### config.mk
export PLATFORM = sky130hd
export DESIGN_NAME = scl_timegen
export DESIGN_NICKNAME = d
export VERILOG_FILES = /design/src/rtl/scl_timegen_pkg.sv /design/src/rtl/scl_cfg_regs.sv /design/src/rtl/scl_prescaler.sv /design/src/rtl/scl_line_sync.sv /design/src/rtl/scl_phase_fsm.sv /design/src/rtl/scl_timegen.sv
export SDC_FILE = /design/constraint.sdc
export NUM_CORES = 1
export LEC_CHECK = 0
export ABC_AREA = 1
export BUFFER_PORTS_ARGS = -buffer_cell sky130_fd_sc_hd__buf_2
export CORE_UTILIZATION = 60
export DETAILED_ROUTE_END_ITERATION = 8
export PLACE_DENSITY = 0.79
export RECOVER_POWER = 25
export SLEW_MARGIN = 0
export SYNTH_ARGS = -nofsm -noshare
export SYNTH_HDL_FRONTEND = slang
export SYNTH_SLANG_ARGS = --single-unit
### constraint.sdc
create_clock -name clk -period 4.6 [get_ports clk]
set_clock_uncertainty 0.2 [all_clocks]
set_input_delay 0.46 -clock clk [delete_from_list [all_inputs] [get_ports clk]]
set_output_delay 0.46 -clock clk [all_outputs]
set_load 0.01 [all_outputs]
### src/rtl/scl_timegen_pkg.sv
package scl_timegen_pkg;
    typedef enum logic [1:0] {
        PH_IDLE = 2'd0,
        PH_LOW  = 2'd1,
        PH_WAIT = 2'd2,
        PH_HIGH = 2'd3
    } scl_phase_e;

    localparam int CFG_WORD_W  = 32;
    localparam int CFG_DIV_LSB = 4;
endpackage

### src/rtl/scl_cfg_regs.sv
module scl_cfg_regs
    import scl_timegen_pkg::*;
#(
    parameter int DIV_W = 12,
    parameter int CNT_W = 10
) (
    input  logic                  clk,
    input  logic                  rst_n,
    input  logic                  we,
    input  logic                  addr,
    input  logic [CFG_WORD_W-1:0] wdata,
    output logic                  clk_en,
    output logic [DIV_W-1:0]      div,
    output logic [CNT_W-1:0]      hi_cnt,
    output logic [CNT_W-1:0]      lo_cnt,
    output logic [CNT_W-1:0]      cyc_cnt
);
    localparam int PACK_W = 3 * CNT_W;

    typedef struct packed {
        logic             en;
        logic [DIV_W-1:0] div;
        logic [CNT_W-1:0] hi;
        logic [CNT_W-1:0] lo;
        logic [CNT_W-1:0] cyc;
    } cfg_t;

    cfg_t cfg_d, cfg_q;

    always_comb begin
        cfg_d = cfg_q;
        if (we) begin
            if (!addr) begin
                cfg_d.en  = wdata[0];
                cfg_d.div = wdata[CFG_DIV_LSB +: DIV_W];
            end else begin
                cfg_d.hi  = wdata[2*CNT_W +: CNT_W];
                cfg_d.lo  = wdata[CNT_W +: CNT_W];
                cfg_d.cyc = wdata[0 +: CNT_W];
            end
        end
    end

    always_ff @(posedge clk or negedge rst_n) begin
        if (!rst_n) cfg_q <= '0;
        else        cfg_q <= cfg_d;
    end

    generate
        if (PACK_W < CFG_WORD_W) begin : g_spare
            logic unused_spare;
            assign unused_spare = ^wdata[CFG_WORD_W-1:PACK_W];
        end
    endgenerate

    assign clk_en  = cfg_q.en;
    assign div     = cfg_q.div;
    assign hi_cnt  = cfg_q.hi;
    assign lo_cnt  = cfg_q.lo;
    assign cyc_cnt = cfg_q.cyc;
endmodule

### src/rtl/scl_prescaler.sv
module scl_prescaler #(
    parameter int DIV_W = 12
) (
    input  logic             clk,
    input  logic             rst_n,
    input  logic             active,
    input  logic             hold,
    input  logic [DIV_W-1:0] div,
    output logic             tick
);
    logic [DIV_W-1:0] div_eff;
    logic [DIV_W-1:0] pre_d, pre_q;

    always_comb begin
        div_eff = (div == '0) ? DIV_W'(1) : div;
        tick    = active && !hold && (pre_q >= div_eff - 1'b1);
        if (!active || hold || tick) pre_d = '0;
        else                         pre_d = pre_q + 1'b1;
    end

    always_ff @(posedge clk or negedge rst_n) begin
        if (!rst_n) pre_q <= '0;
        else        pre_q <= pre_d;
    end

    // Two ticks never sit back to back unless the divide ratio is one.
    assert_tick_gap_R2: assert property (@(posedge clk) disable iff (!rst_n)
        (tick && div_eff > DIV_W'(1) && $stable(div)) |=> !tick);

    // No tick while the clock is stopped.
    assert_tick_idle_R9: assert property (@(posedge clk) disable iff (!rst_n)
        !active |-> !tick);
endmodule

### src/rtl/scl_line_sync.sv
module scl_line_sync #(
    parameter int STAGES = 2
) (
    input  logic clk,
    input  logic rst_n,
    input  logic line_in,
    output logic line_sync
);
    logic [STAGES-1:0] sh_d, sh_q;

    always_comb begin
        sh_d = sh_q;
        sh_d[0] = line_in;
        for (int i = 1; i < STAGES; i++) sh_d[i] = sh_q[i-1];
    end

    always_ff @(posedge clk or negedge rst_n) begin
        if (!rst_n) sh_q <= '0;
        else        sh_q <= sh_d;
    end

    assign line_sync = sh_q[STAGES-1];
endmodule

### src/rtl/scl_phase_fsm.sv
module scl_phase_fsm
    import scl_timegen_pkg::*;
#(
    parameter int CNT_W  = 10,
    parameter int STAGES = 2
) (
    input  logic             clk,
    input  logic             rst_n,
    input  logic             active,
    input  logic             tick,
    input  logic             scl_sync,
    input  logic [CNT_W-1:0] hi_cnt,
    input  logic [CNT_W-1:0] lo_cnt,
    input  logic [CNT_W-1:0] cyc_cnt,
    output logic             scl_oe,
    output logic             hold_pre,
    output logic             drive_stb,
    output logic             sample_stb
);
    localparam int WAIT_W = $clog2(STAGES + 1);

    typedef struct packed {
        scl_phase_e        phase;
        logic [CNT_W-1:0]  lcnt;
        logic [CNT_W-1:0]  hcnt;
        logic [CNT_W:0]    ccnt;
        logic [WAIT_W-1:0] wcnt;
    } fsm_t;

    fsm_t             s_d, s_q;
    logic [CNT_W-1:0] lo_eff, hi_eff;
    logic [CNT_W:0]   l_nx, h_nx, c_nx;

    always_comb begin
        s_d        = s_q;
        drive_stb  = 1'b0;
        sample_stb = 1'b0;
        lo_eff     = (lo_cnt == '0) ? CNT_W'(1) : lo_cnt;
        hi_eff     = (hi_cnt == '0) ? CNT_W'(1) : hi_cnt;
        l_nx       = {1'b0, s_q.lcnt} + 1'b1;
        h_nx       = {1'b0, s_q.hcnt} + 1'b1;
        c_nx       = s_q.ccnt + 1'b1;
        if (!active) begin
            s_d = '0;
        end else begin
            case (s_q.phase)
                PH_IDLE: begin
                    s_d       = '0;
                    s_d.phase = PH_LOW;
                end
                PH_LOW: begin
                    if (tick) begin
                        drive_stb = (s_q.lcnt == (lo_eff >> 1));
                        s_d.lcnt  = l_nx[CNT_W-1:0];
                        s_d.ccnt  = c_nx;
                        if (l_nx >= {1'b0, lo_eff}) begin
                            s_d.phase = PH_WAIT;
                            s_d.wcnt  = '0;
                        end
                    end
                end
                PH_WAIT: begin
                    if (s_q.wcnt < WAIT_W'(STAGES)) s_d.wcnt = s_q.wcnt + 1'b1;
                    if (s_q.wcnt >= WAIT_W'(STAGES) && scl_sync) begin
                        s_d.phase = PH_HIGH;
                        s_d.hcnt  = '0;
                    end
                end
                PH_HIGH: begin
                    if (tick) begin
                        sample_stb = (s_q.hcnt == (hi_eff >> 1));
                        s_d.hcnt   = h_nx[CNT_W-1:0];
                        s_d.ccnt   = c_nx;
                        if (h_nx >= {1'b0, hi_eff} && c_nx >= {1'b0, cyc_cnt}) begin
                            s_d.phase = PH_LOW;
                            s_d.lcnt  = '0;
                            s_d.hcnt  = '0;
                            s_d.ccnt  = '0;
                        end
                    end
                end
                default: s_d = '0;
            endcase
        end
    end

    always_ff @(posedge clk or negedge rst_n) begin
        if (!rst_n) s_q <= '0;
        else        s_q <= s_d;
    end

    assign scl_oe   = (s_q.phase == PH_LOW);
    assign hold_pre = (s_q.phase == PH_IDLE) || (s_q.phase == PH_WAIT);

    // Low counter stays inside the programmed low time.
    assert_low_bound_R3: assert property (@(posedge clk) disable iff (!rst_n)
        (s_q.phase == PH_LOW && $stable(lo_cnt)) |-> (s_q.lcnt < lo_eff));

    // High phase is entered only on a line that reads high.
    assert_high_gate_R4: assert property (@(posedge clk) disable iff (!rst_n)
        (s_q.phase == PH_HIGH && $past(s_q.phase) == PH_WAIT) |-> $past(scl_sync));

    // A new low phase after high means the full-cycle count was reached.
    assert_cycle_floor_R6: assert property (@(posedge clk) disable iff (!rst_n)
        (s_q.phase == PH_LOW && $past(s_q.phase) == PH_HIGH)
        |-> ($past(s_q.ccnt) + 1'b1 >= {1'b0, $past(cyc_cnt)}));

    // SDA change strobe only while SCL is held low.
    assert_drive_in_low_R7: assert property (@(posedge clk) disable iff (!rst_n)
        drive_stb |-> scl_oe);

    // The two strobes never coincide, and sampling happens with SCL released.
    assert_sample_released_R8: assert property (@(posedge clk) disable iff (!rst_n)
        sample_stb |-> (!scl_oe && $onehot0({drive_stb, sample_stb})));

    // Stopping releases SCL on the next edge.
    assert_release_R9: assert property (@(posedge clk) disable iff (!rst_n)
        !active |=> !scl_oe);
endmodule

### src/rtl/scl_timegen.sv
module scl_timegen
    import scl_timegen_pkg::*;
#(
    parameter int DIV_W       = 12,
    parameter int CNT_W       = 10,
    parameter int SYNC_STAGES = 2
) (
    input  logic        clk,
    input  logic        rst_n,
    input  logic        cfg_we,
    input  logic        cfg_addr,
    input  logic [31:0] cfg_wdata,
    input  logic        run,
    input  logic        scl_in,
    output logic        scl_oe,
    output logic        tick,
    output logic        drive_stb,
    output logic        sample_stb
);
    logic             clk_en;
    logic [DIV_W-1:0] div;
    logic [CNT_W-1:0] hi_cnt, lo_cnt, cyc_cnt;
    logic             active;
    logic             hold_pre;
    logic             scl_sync;

    assign active = run && clk_en;

    scl_cfg_regs #(.DIV_W(DIV_W), .CNT_W(CNT_W)) u_cfg (
        .clk     (clk),
        .rst_n   (rst_n),
        .we      (cfg_we),
        .addr    (cfg_addr),
        .wdata   (cfg_wdata),
        .clk_en  (clk_en),
        .div     (div),
        .hi_cnt  (hi_cnt),
        .lo_cnt  (lo_cnt),
        .cyc_cnt (cyc_cnt)
    );

    scl_prescaler #(.DIV_W(DIV_W)) u_pre (
        .clk    (clk),
        .rst_n  (rst_n),
        .active (active),
        .hold   (hold_pre),
        .div    (div),
        .tick   (tick)
    );

    scl_line_sync #(.STAGES(SYNC_STAGES)) u_sync (
        .clk       (clk),
        .rst_n     (rst_n),
        .line_in   (scl_in),
        .line_sync (scl_sync)
    );

    scl_phase_fsm #(.CNT_W(CNT_W), .STAGES(SYNC_STAGES)) u_fsm (
        .clk        (clk),
        .rst_n      (rst_n),
        .active     (active),
        .tick       (tick),
        .scl_sync   (scl_sync),
        .hi_cnt     (hi_cnt),
        .lo_cnt     (lo_cnt),
        .cyc_cnt    (cyc_cnt),
        .scl_oe     (scl_oe),
        .hold_pre   (hold_pre),
        .drive_stb  (drive_stb),
        .sample_stb (sample_stb)
    );
endmodule

* Word level (Yosys, flattened, before mapping)
Cells that the tools add are included.
** Storage, ports and cells
- Register bits :: 92
- Input bits :: 38
** Operators by class
- $add $sub $neg :: 6
- Magnitude comparators :: 6
- Equal/unequal tests :: 14
- Mux-type cells :: 25
- Bitwise logic cells :: 1
- Reduce and logical (&&, ||, !) cells :: 21
** Operator list (number)
- 33-bit two-way mux :: 2
- 10-bit one-hot mux with 3 select lines :: 2
- 12-bit two-way mux :: 3
- 35-bit two-way mux :: 1
- 11-bit by 10-bit >= comparator with 1-bit output :: 3
- 11-bit one-hot mux with 3 select lines :: 1
- 10-bit two-way mux :: 3
- 10-bit by 1-bit adder with 11-bit output, second input constant :: 2
- 10-bit by 9-bit == test with 1-bit output :: 2
- 10-bit logical NOT :: 2
- 3-bit != test, second input constant :: 6
- 13-bit two-way mux :: 1
- 12-bit by 1-bit adder with 12-bit output, second input constant :: 1
- 12-bit >= comparator :: 1
- 12-bit logical NOT :: 1
- 4-bit != test, second input constant :: 3
- 12-bit by 1-bit subtractor with 12-bit output, second input constant :: 1
- 11-bit by 1-bit adder with 11-bit output, second input constant :: 1
- 2-bit two-way mux :: 4
- 2-bit one-hot mux with 4 select lines :: 1
- 4-bit AND reduction :: 2
- 1-bit two-way mux :: 6
- 2-bit one-hot mux with 3 select lines :: 1
- 3-bit AND reduction :: 2
- other kinds (12) :: 21

* Depth between registers and ports, before layout
- Word-level depth :: 8
- Gate-level depth with buffers :: 23
- Mapped depth without buffers :: 23

* Hierarchy
From an unflattened synthesis, not the netlist that was laid out.
** Unflattened totals
- Cells, all modules :: 850
- Area total of the unflattened synthesis :: 6456.2 um^2
** Modules (own cells, without submodules)
- scl_phase_fsm :: times used 1, cells an instance 491, area each 3475.8 um^2
- scl_cfg_regs :: times used 1, cells an instance 188, area each 1692.9 um^2
- scl_prescaler :: times used 1, cells an instance 167, area each 1229.9 um^2
- scl_line_sync :: times used 1, cells an instance 2, area each 50.0 um^2
- scl_timegen :: times used 1, cells an instance 2, area each 7.5 um^2

* Worst setup path after synthesis
No wires, ideal clock.
- Path kind :: reg2out
- Start point :: register u_cfg.cfg_q (netlist bit u_cfg.div[3])
- End point :: output port drive_stb
- Arrival :: 2.722 ns
- Data required time :: 3.940 ns
- Path slack :: 1.218 ns
- Cell stages (with the launch flop) :: 19
- Path through :: dfrtp_1 nor4_1 nand4_1 nand2_1 inv_1 ha_1 nand3_1 nor3_1 nand2_1 xnor2_1 inv_1 ha_1 nand2_1 nor2_1 and2_1 nand2_1 nand4_1 nand2_1 a211oi_1
** Between the ends
- Longest elaborated chain between the ends :: 8
** RTL lines
- start: declaration :: line scl_cfg_regs.sv:28 : cfg_t cfg_d, cfg_q;
- start signal: assignment :: line scl_cfg_regs.sv:46 : else cfg_q <= cfg_d;
- 12-bit logical NOT :: line scl_prescaler.sv:15 : div_eff = (div == '0) ? DIV_W'(1) : div;
- 12-bit two-way mux * :: line scl_prescaler.sv:15
- 12-bit by 1-bit subtractor with 12-bit output * :: line scl_prescaler.sv:16 : tick = active && !hold && (pre_q >= div_eff - 1'b1);
- 12-bit >= comparator * :: line scl_prescaler.sv:16
- 1-bit logical AND * :: line scl_prescaler.sv:16
- 1-bit two-way mux * :: line scl_phase_fsm.sv:52 : if (tick) begin
- 1-bit two-way mux * :: line scl_phase_fsm.sv:46 : case (s_q.phase)
- 1-bit two-way mux * :: line scl_phase_fsm.sv:43 : if (!active) begin
- end: declaration :: line scl_timegen.sv:17 : output logic drive_stb,
Every way passes the cells marked *; elsewhere a longest branch is shown, timed or not.

* Worst setup path after layout
- Start point :: register u_cfg.cfg_q (netlist bit u_cfg.div[5])
- End point :: output port sample_stb
** Between the ends
- Longest elaborated chain between the ends :: 8
** RTL lines
- 12-bit logical NOT :: line scl_prescaler.sv:15
- 12-bit two-way mux * :: line scl_prescaler.sv:15
- 12-bit by 1-bit subtractor with 12-bit output * :: line scl_prescaler.sv:16
- 12-bit >= comparator * :: line scl_prescaler.sv:16
- 1-bit logical AND * :: line scl_prescaler.sv:16
- 1-bit two-way mux * :: line scl_phase_fsm.sv:70 : if (tick) begin
- 1-bit two-way mux * :: line scl_phase_fsm.sv:46
- 1-bit two-way mux * :: line scl_phase_fsm.sv:43
- end: declaration :: line scl_timegen.sv:18 : output logic sample_stb
Marks and branches as above.

==> flow_summary.toml <==
[global_routing]
grt_max_degree = 61
antenna_found_initial = 0
grt_remaining_overflow = 0
grt_use_total_pct = 27.6
grt_pass1_wl_mm = 22.6
grt_pass1_vias = 5017

[yosys]
synth-simple-area-share_pct = 25.6
synth_compound_area_share_pct = 11.1
synth-xor-area-share_pct = 4.54
synth_edf_count = 0
synthAdderAreaFrac_pct = 10.9
syn_inst = 787
synth_top_family_by_area = "simple AND/OR/NAND/NOR gates"
syn_avg_cell_area_um2 = 7.60
yosys.area.top_type_share_pct = 38.5
ys_warn_count = 0
async_reset_ff_share_pct = 100
yosys.area.top_type = "dfrtp_1"
syn-cell-area_um2 = 5980
synth_area_leaders = "dfrtp_1 38%, nand2_1 11%, ha_1 11%"
synth.distinct_cells = 45
synthMuxAreaShare_pct = 0
synth-seq-cells = 92
ys_seq_area_share_pct = 38.5
synthFlopType = "dfrtp_1"
synthesis.nets = 877

[worst_setup_path]
cp.arrival_ps = 3570
critPathLaunchType = "flip-flop"
worst_setup_path_end_kind = "primary output"
worst_r2r_endpoint = "u_fsm.s_q[21]"
ff2ff_setup_slack_ps = 810
crit_chain = "nor2_1 -> nand4_1 -> nand2_1 -> inv_1 -> ha_1 -> nand3_1 -> nor3_1 -> nand2_1 -> xnor2_1 -> inv_1 -> ha_1 -> nand2_1 -> nor2_1 -> and2_1 -> nand2_1 -> nand4_1 -> nand2_1 -> buf_4 -> a211oi_1 -> buf_2"
crit_slowest_cell = "dfrtp_1"
crit_fanout = 5
crit_top_cell = "nand2_1"
worstSetupPathType = "reg2out"
cpPeakStageDelay_ps = 440
reg2regPathDepth = 22
r2r-start = "u_cfg.div[5]"
cpLargestDelayFamily = "simple AND/OR/NAND/NOR gates"
required_ps = 3940
path_buf_inv = 4

[power]
vdd_drop_max_v = 0.000191
power_density_nw_per_um2 = 285
leakage_nw = 3.44
p_total_mw = 1.86

[timing]
clock.fmax_ghz = 0.236
setup_viol = 0
finalCritPeriodShare_pct = 92.0
hold_ws_ps = 141
setup_tns_ps = 0
rsz0062_at_grt = "false"
final.min_clock_period_ps = 4230
maxSlewViolCount = 55
worst_pin_slew_ps = 2840
hold_viol = 0
maxSlewHeadroom_pct = -89.4

[routing]
vias = 5195
drc = 0
viasPerCell = 5.38
dr.pass1.iters = 5
postRouteAntennaNets = 0
wl_per_cell_um = 13.5
first_iter_violations = 283
drt-total-wl_mm = 13.1

[layout]
drive_above_1_share_pct = 9.36
area_growth_pct = 9.58
nets = 918
antenna_cells = 0
final_core_util_pct = 67.4

[clock_network]
clk-insertion-delay-late_ps = 370
cts_tree = "done"
cts_root_buffer = "clkbuf_8"
htree_levels = 3
cts.path.max_buffers = 2
cts_buffers = 9
cts_num_sinks = 92
clk_pin_slew_ps = 100

[worst_hold_path]
hold_path_class = "in2reg"
hp-start = "cfg_wdata[18]"
hold-path-cell-count = 3
hold-path-endpoint = "u_cfg.lo_cnt[8]"

[run_status]
violations = "capacitance limit, slew limit"
outcome = "complete, but fails checks"

[die]
fp.dieW_um = 102
initial_core_util_pct = 61.5
rows = 36
ios = 42
dieArea_um2 = 10400
die-height_um = 102
coreArea_um2 = 9730

[place]
place.gp.congestion = 0.933
hpwl_mm = 9.93
port_buffers = 39

[run]
maxCapViolations = 1
worst register-to-register path, cell delays in order (launching register included):
cell	delay [ps]
dfrtp_1	440
nor2_1	90
nand4_1	100
nand2_1	80
inv_1	100
ha_1	210
nand3_1	130
nor3_1	250
nand2_1	100
xnor2_1	140
inv_1	60
ha_1	260
nand2_1	60
nor2_1	170
and2_1	150
nand2_1	50
nand4_1	110
nand2_1	110
buf_4	200
nand2_1	60
nand2_1	130
inv_1	320
o21ai_0	150
cells by family after synthesis:
logic type,after synthesis
XOR/XNOR,31
AO/OA/AOI/OAI,120
adder cells (fa/ha/maj),52
buffers and inverters,140
flip-flops,92
AND/OR/NAND/NOR,352
flip-flops by register name, summed over array words and instances (netlist names):
register and cells:
u_fsm.s_q 35, u_cfg.hi_cnt 10, u_pre.pre_q 12, u_cfg.clk_en 1, u_cfg.div 12, u_sync.sh_q 2
u_cfg.lo_cnt 10, u_cfg.cyc_cnt 10
report_power, final:
part           leakage (nW)  internal [mW]  switching, mW
Combinational          2.14          0.104          0.189
Clock                 0.116          0.364          0.304
Sequential             1.18          0.859         0.0455
Total                  3.44           1.33          0.538
cell usage after synthesis (2+ instances only):
library cell	count
nand2_2	5
a211oi_1	2
o21ai_2	2
dfrtp_1	92
nor2_1	86
o21ai_0	47
a31o_2	2
o21bai_1	2
inv_1	123
o21ai_1	4
nor4_1	7
buf_6	2
clkbuf_1	8
o211ai_1	2
nor3_2	2
o22ai_1	12
nand2_1	178
a21oi_1	39
nor3b_1	3
ha_1	52
o21a_1	3
nand3_2	2
nor3_1	8
a21o_1	2
xnor2_1	4
xor2_1	27
nand4_1	14
nand3_1	38
nand3b_1	3
layer usage:
layer,GRT usage (%),wire (um),part of all wire (%),vias up
li1,-,-,-,2619
met1,36.7,6110,47,2437
met2,47.7,6250,48,124
met3,3.97,578,4.4,15
met4,7.03,144,1.1,0
met5,0,0,0,-
area by class of cell:
class	count	area, um2
fillers	850	3170
multi-input cells	555	3130
flip-flops and latches	92	2300
inverters	125	470
repair buffers	45	243
well taps	133	166
clock buffers	9	124
clock inverters	7	123
metrics by stage:
| stage | cells | area (um2) | setup WS, ps |
|---|---|---|---|
| CTS | 966 | 6550 | 343 |
| finish | 966 | 6560 | 369 |
| global route | 966 | 6560 | 3.69 |
| floorplan | 787 | 5980 | 1220 |
| global placement | 948 | 6290 | 822 |
| detailed placement | 948 | 6290 | 753 |
worst max-delay path by stage:
stage                       from    endpoint  slack, ps  cells after the start
CTS                 u_cfg.div[7]  sample_stb        340                     20
finish              u_cfg.div[5]  sample_stb        370                     20
global placement    u_cfg.div[3]  sample_stb        820                     20
detailed placement  u_cfg.div[7]  sample_stb        750                     20
floorplan           u_cfg.div[3]   drive_stb       1220                     18
global route        u_cfg.div[5]  sample_stb          4                     20
cell usage in the layout, fill, tap and decap left out, types with 3 or more instances in the layout:
master,Yosys,layout
bufinv_16,0,3
nand2_2,5,6
nor2_1,86,86
nand3_1,38,38
nor3b_1,3,3
a21oi_1,39,39
nor3_1,8,8
o21ai_0,47,47
o21a_1,3,3
nand2_1,178,177
clkbuf_8,1,9
nand4_1,14,14
buf_4,1,4
nand3b_1,3,3
nor4_1,7,6
ha_1,52,52
o22ai_1,12,12
inv_1,123,123
dfrtp_1,92,91
o21ai_1,4,4
buf_2,1,37
xnor2_1,4,4
xor2_1,27,27
what timing repair did:
item | 4_1_cts | 5_1_grt
gates resized for setup | 0 | 2
hold endpoints to repair | 54 | 0
setup endpoints to repair | 0 | 1
setup buffers | 0 | 0
hold buffers | 2 | 0
No activity file was read; power rests on OpenSTA's default activity.
